### src/rtl/dir_data_fifo.sv
module dir_data_fifo #(
  parameter int DATA_W = 32,
  parameter int DEPTH  = 16,
  parameter int LEN_W  = 16
) (
  input  logic              clk,
  input  logic              rst_n,
  input  logic              tx_mode,
  input  logic              rx_mode,
  input  logic              load_en,
  input  logic [LEN_W-1:0]  xfer_len,
  input  logic              host_wr,
  input  logic [DATA_W-1:0] host_wdata,
  input  logic              host_rd,
  output logic [DATA_W-1:0] host_rdata,
  output logic              empty,
  output logic              full,
  output logic [$clog2(DEPTH):0] level,
  output logic [LEN_W-2:0]  words_left,
  input  logic              card_rd,
  output logic [DATA_W-1:0] card_rdata,
  input  logic              card_wr,
  input  logic [DATA_W-1:0] card_wdata,
  input  logic              card_byte,
  output logic [LEN_W-1:0]  bytes_left,
  output logic              mode_err,
  output logic              overrun,
  output logic              underrun
);
  localparam int AW = $clog2(DEPTH);
  localparam int WW = LEN_W - 1;

  logic [DATA_W-1:0] mem [DEPTH];
  logic [AW-1:0] wr_ptr, rd_ptr;
  logic [AW:0]   cnt;
  logic [LEN_W:0] len_pad;
  logic tx_on, rx_on, active, push_req, pop_req, push_ok, pop_ok, host_word;

  assign tx_on  = tx_mode & ~rx_mode;
  assign rx_on  = rx_mode & ~tx_mode;
  assign active = tx_on | rx_on;
  assign mode_err = tx_mode & rx_mode;

  assign empty = (cnt == 0);
  assign full  = (cnt == (AW+1)'(DEPTH));
  assign level = cnt;

  assign push_req  = (tx_on & host_wr) | (rx_on & card_wr);
  assign pop_req   = (tx_on & card_rd) | (rx_on & host_rd);
  assign push_ok   = push_req & ~full;
  assign pop_ok    = pop_req & ~empty;
  assign host_word = (tx_on & host_wr & ~full) | (rx_on & host_rd & ~empty);

  assign host_rdata = mem[rd_ptr];
  assign card_rdata = mem[rd_ptr];
  assign len_pad    = {1'b0, xfer_len} + (LEN_W+1)'(3);

  always_ff @(posedge clk)
    if (push_ok) mem[wr_ptr] <= tx_on ? host_wdata : card_wdata;

  always_ff @(posedge clk or negedge rst_n) begin
    if (!rst_n) begin
      wr_ptr <= '0;
      rd_ptr <= '0;
      cnt    <= '0;
    end else if (!active) begin
      wr_ptr <= '0;
      rd_ptr <= '0;
      cnt    <= '0;
    end else begin
      if (push_ok) wr_ptr <= wr_ptr + 1'b1;
      if (pop_ok)  rd_ptr <= rd_ptr + 1'b1;
      case ({push_ok, pop_ok})
        2'b10:   cnt <= cnt + 1'b1;
        2'b01:   cnt <= cnt - 1'b1;
        default: cnt <= cnt;
      endcase
    end
  end

  always_ff @(posedge clk or negedge rst_n) begin
    if (!rst_n) begin
      words_left <= '0;
      bytes_left <= '0;
      overrun    <= 1'b0;
      underrun   <= 1'b0;
    end else if (load_en) begin
      words_left <= len_pad[LEN_W:2];
      bytes_left <= xfer_len;
      overrun    <= 1'b0;
      underrun   <= 1'b0;
    end else begin
      if (host_word && words_left != '0) words_left <= words_left - 1'b1;
      if (card_byte && bytes_left != '0) bytes_left <= bytes_left - 1'b1;
      if (push_req && full)  overrun  <= 1'b1;
      if (pop_req && empty)  underrun <= 1'b1;
    end
  end

  AST_LEVEL_MAX: assert property (@(posedge clk) disable iff (!rst_n)
    level <= (AW+1)'(DEPTH));
  AST_IDLE_FLUSH: assert property (@(posedge clk) disable iff (!rst_n)
    !(tx_mode ^ rx_mode) |=> empty);
  AST_CONFLICT_EMPTY: assert property (@(posedge clk) disable iff (!rst_n)
    (tx_mode && rx_mode) |=> (level == 0));
  AST_WORDS_FLOOR: assert property (@(posedge clk) disable iff (!rst_n)
    (words_left == '0 && !load_en) |=> (words_left == '0));
  AST_BYTES_FLOOR: assert property (@(posedge clk) disable iff (!rst_n)
    (bytes_left == '0 && !load_en) |=> (bytes_left == '0));
  AST_OVR_STICKY: assert property (@(posedge clk) disable iff (!rst_n)
    (overrun && !load_en) |=> overrun);
  AST_UDR_STICKY: assert property (@(posedge clk) disable iff (!rst_n)
    (underrun && !load_en) |=> underrun);
endmodule

### config.mk
export PLATFORM = sky130hd
export DESIGN_NAME = dir_data_fifo
export DESIGN_NICKNAME = d
export VERILOG_FILES = /design/src/rtl/dir_data_fifo.sv
export SDC_FILE = /design/constraint.sdc
export NUM_CORES = 1
export LEC_CHECK = 0
export BUFFER_PORTS_ARGS = -buffer_cell sky130_fd_sc_hd__buf_4
export CELL_PAD_IN_SITES_DETAIL_PLACEMENT = 1
export CELL_PAD_IN_SITES_GLOBAL_PLACEMENT = 2
export CORE_MARGIN = 3
export CORE_UTILIZATION = 50
export CTS_CLUSTER_SIZE = 30
export DETAILED_ROUTE_END_ITERATION = 12
export HOLD_SLACK_MARGIN = 0.03
export PLACE_DENSITY_LB_ADDON = 0.25
export RECOVER_POWER = 50
export SKIP_LAST_GASP = 1
export SYNTH_ARGS = -nofsm -noshare
export SYNTH_HDL_FRONTEND = slang
export SYNTH_SLANG_ARGS = --single-unit
### constraint.sdc
create_clock -name clk -period 4.4 [get_ports clk]
set_clock_uncertainty 0.1 [all_clocks]
set_input_delay 0.44 -clock clk [delete_from_list [all_inputs] [get_ports clk]]
set_output_delay 0.44 -clock clk [all_outputs]
set_load 0.02 [all_outputs]
# After elaboration in Yosys (flattened, before gate mapping)
# Memory sizes are Yosys's and may differ from the RTL's.
# Index checks and enable logic that the tools add are counted.
# totals
ff_bits	46
ramBits	512
inputBits	90
out_inout_bits	105
wordCells	68
n_memories	1
# mem_list
name	depth	word_bits	rd	rd_ports_with_merged_regs	write_ports	line_no	source
mem	16	32	1	0	1	33	logic [DATA_W-1:0] mem [DEPTH];
# op_classes
add_sub_neg	7
eq_ne	6
muxes	17
bitwise	19
n_reduce_logical	11
# ops
operator	n
$mux W16	2
$mux W32	1
$mux W15	2
$add A16 B2 Y17 const B	1
$mux W4	4
$reduce_bool A16 Y1	1
$sub A16 B1 Y16 const B	1
$reduce_bool A15 Y1	1
$sub A15 B1 Y15 const B	1
$and A1 B1 Y1	11
$pmux W5 S2	1
$add A4 B1 Y4 const B	2
$reduce_bool A2 Y1	4
$mux W1	6
$add A5 B1 Y5 const B	1
$eq A5 B5 Y1 const B	1
$logic_not A5 Y1	1
$mux W5	1
$sub A5 B1 Y5 const B	1
$logic_and A1 B1 Y1	4
$ne A2 B1 Y1 const B	2
$not A1 Y1	4
$or A1 B1 Y1	4
$ne A3 B1 Y1 const B	1
2 further kinds	2

# Longest topological paths before layout
# logic_depth
word_depth	8
mapped_depth	13
depth_no_buf	12

# Worst setup path after synthesis
# No wires, ideal clock.
# synth_timing
kind	input port to flip-flop
start	in rx_mode
end	mem mem[4][0] (enable)
setup_ns	0.392
arrival_time_ns	2.465
required_ns	3.908
slack_ns	1.443
stages	8
n_path_buf	1
cell_sequence	inv_1 ha_1 buf_2 a22oi_1 a21oi_1 nand2_1 nor2_1 and2_1
# synth_between
elab_chain_cells	7
elab_cells_between_ends	9
classes_between	2 x mux; 7 x bitwise
# synth_lines
item	line_no	source
start, declared	9	input logic rx_mode,
$not A1 Y1	39	assign tx_on = tx_mode & ~rx_mode;
$and A1 B1 Y1	39	
$and A1 B1 Y1	48	assign push_req = (tx_on & host_wr) | (rx_on & card_wr);
$or A1 B1 Y1 (*)	48	
$and A1 B1 Y1 (*)	50	assign push_ok = push_req & ~full;
$mux W1 (*) (2 in a row)	59	if (push_ok) mem[wr_ptr] <= tx_on ? host_wdata : card_wdata;
end, declared	33	
# Mark *: on every way between the ends. The rest lies on a longest branch, timed or not.

# Worst setup path in the final report
# layout_timing
start	in rx_mode
end	mem mem[9][18] (enable)
# The elaborated chain is that of the path after synthesis.

==> impl_metrics.ini <==
[outcome]
status = finished, violations left
violations = max-capacitance violations, max-slew violations

[floorplan]
std_cell_rows = 78
die_w_um = 221
num_io_pins = 195
die_area_mm2 = 0.0489
core_area_mm2 = 0.0456
start_util = 0.508
die_h_um = 221

[yosys]
ys_ff_latch = 558
synthCells = 1153
synthArstFlopShare = 0.0824
synth-edff-count = 512
yosys_warnings = 0
synth_top_area_frac = 0.665
ys_types = 65
seq_area_frac_synth = 0.714
synth_fp_nets = 1257
syn_avg_cell_area_um2 = 20.1
synthesis.area_mm2 = 0.0231
yosysMostFrequentCell = edfxtp_1
yosysTopAreaCell = edfxtp_1
yosys_most_used_dff = edfxtp_1
netlist_top_cells_area = edfxtp_1, mux4_2, dfrtp_1
netlist_top_cells_count = edfxtp_1, mux4_2, dfrtp_1, nand2_1, mux2_2

[detailed_routing]
avgViaCountPerCell = 5.98
drt_wl_total_mm = 54.5
wire_per_inst_um = 27.3
firstDrtPassIters = 5
ant_nets = 0
num_vias = 12000
drcViolationCount = 0
drt_iter0_markers = 941

[worst_setup_path]
cp.required_ns = 4.53
critical_path_class = in -> reg
r2r-start = level[1]$_DFFE_PN0P_
crit_path_start = rx_mode
cp-end-kind = register
startpoint_type = input port
ff2ff_setup_slack_ns = 0.74
rr_endpoint = mem[5][12]$_DFFE_PP_
cp.arrival_ns = 3.96
worst_r2r_path_depth = 6
cp_max_fo = 23

[clocking]
path_clk_slew_ns = 0.06
post_cts_resized = 0
tritoncts = done
numCtsBuffers = 55
clkSinkCount = 558
cts.path.max_buffers = 3
clk_latency_ns = 0.59
clockRootBuffer = clkbuf_16
cts_max_level = 2

[power_and_ir_drop]
max-vdd-ir-drop_mv = 0.313
leakage_uw = 0.00868
pwr_density_cell_mw_per_mm2 = 474

[sta]
rsz0062_at_grt = false
finalWorstPathRequiredPeriod_ns = 3.82
hold_ws_ns = 0.0785
final-max-slew-violation-count = 71
finalCritPeriodShare = 0.869
max_freq_ghz = 0.261
worst-slew-pin-transition_ns = 2.67
relSlewSlack = -0.782
hold_viol = 0
finalSetupViolCount = 0
tns_ns = 0

[layout]
area_growth_pct = 15.5
final_nets = 1464
multiInputGateArea_mm2 = 0.00601
n_antenna_cell = 0
num-fill-cells = 3946
seq_area_mm2 = 0.0165
drive_gt1_frac = 0.317

[hold_path]
min_to = words_left[9]$_DFFE_PN0P_
min_from = xfer_len[11]
hold_class = in -> reg
hold_depth = 3

[global_routing]
grt_max_degree = 54
grt_usage = 0.226
overflow = 0
grt_pass1_vias = 13000
grt_pass1_wl_mm = 83.5
antenna_found_initial = 0

[place]
dp_hpwl_mm = 33.6
routabilityCongestion = 0.749
portBuffers = 194

[job]
drv_cap = 3
## metal layers
layer	track usage	routed length [um]	vias up
met5	0	0	-
met4	0.0521	1050	0
met3	0.0417	3090	73
met2	0.380	27800	404
met1	0.313	22600	6368
li1	-	-	5118
## worst max path at each step
stage / end / slack (ns) / cells after the start
2_1_floorplan: mem[4][0]$_DFFE_PP_ / 1.44 / 8
5_1_grt: mem[0][20]$_DFFE_PP_ / 0.34 / 9
6_report: mem[9][18]$_DFFE_PP_ / 0.58 / 9
4_1_cts: host_rdata[27] / 0.74 / 4
3_3_place_gp: mem[0][15]$_DFFE_PP_ / 1.02 / 9
3_5_place_dp: mem[11][18]$_DFFE_PP_ / 0.93 / 9
## timing repair
| item | 4_1_cts | 5_1_grt |
|---|---|---|
| buffers inserted | 0 | 0 |
| endpoints found under the hold margin | 61 | 0 |
| hold buffers | 17 | 0 |
## state kept, by name, summed over array words and instances (netlist names)
signal      cells
bytes_left     16
wr_ptr          4
level           5
words_left     15
rd_ptr          4
underrun        1
mem           512
overrun         1
## placed cells by master, fill, tap and decap left out, drive strengths merged, types with 6 or more instances in the layout
cell / instances
clkinv: 17
nand3: 8
ha: 14
mux2i: 7
or4: 6
nor3: 16
clkbuf: 118
dlygate4sd3: 17
dfrtp: 46
xor2: 21
a21oi: 13
inv: 12
and2: 16
nand4: 13
edfxtp: 512
mux4: 160
mux2: 34
o21ai: 27
xnor2: 19
and4: 7
nor2: 29
nor4: 10
nand2: 40
buf: 180
## logic make-up after synthesis
family / after synthesis / synth area share
buffers and inverters: 102 / 0.0259
DFF: 558 / 0.714
muxes: 201 / 0.175
xor gates and xnor gates: 40 / 0.0151
adders and majority gates: 14 / 0.00757
and+or+nand+nor: 166 / 0.0399
AOI/OAI and AO/OA: 72 / 0.0219
## worst max-delay path, cell delays in order
cell and delay [ns]:
clkbuf_1 0.10, inv_1 0.06, ha_1 0.19, clkbuf_1 1.17, a22o_1 0.46, o21ai_2 0.18, nor3b_1 0.39, and2_2 0.44
buf_4 0.49
## final cells by class
| cell class | instances | share of cell area |
|---|---|---|
| inverters | 12 | 0.00169 |
| flip-flops and latches | 558 | 0.619 |
| clock buffers | 75 | 0.0563 |
| clock inverters | 21 | 0.00562 |
| well taps | 600 | 0.0281 |
| repair buffers | 240 | 0.0648 |
| multi-input cells | 493 | 0.225 |
## through the flow
| stage | utilization | total power (uW) | area (um2) | std cells | setup WS (ns) |
|---|---|---|---|---|---|
| floorplan | - | 7790 | 23100 | 1153 | 1.44 |
| global placement | 0.550 | 8420 | 25100 | 1886 | 1.02 |
| detailed placement | 0.550 | 8450 | 25100 | 1886 | 0.925 |
| CTS | 0.591 | 12900 | 26900 | 1999 | 0.736 |
| global route | 0.586 | 13100 | 26700 | 1999 | 0.343 |
| finish | 0.586 | 12700 | 26700 | 1999 | 0.576 |
## power breakdown
group          switching, uW  internal, uW  leakage [uW]
Combinational           1170          1000       0.00270
Clock                   1920          2490      0.000799
Sequential               137          5940       0.00518
(Power assumes the default switching activity.)
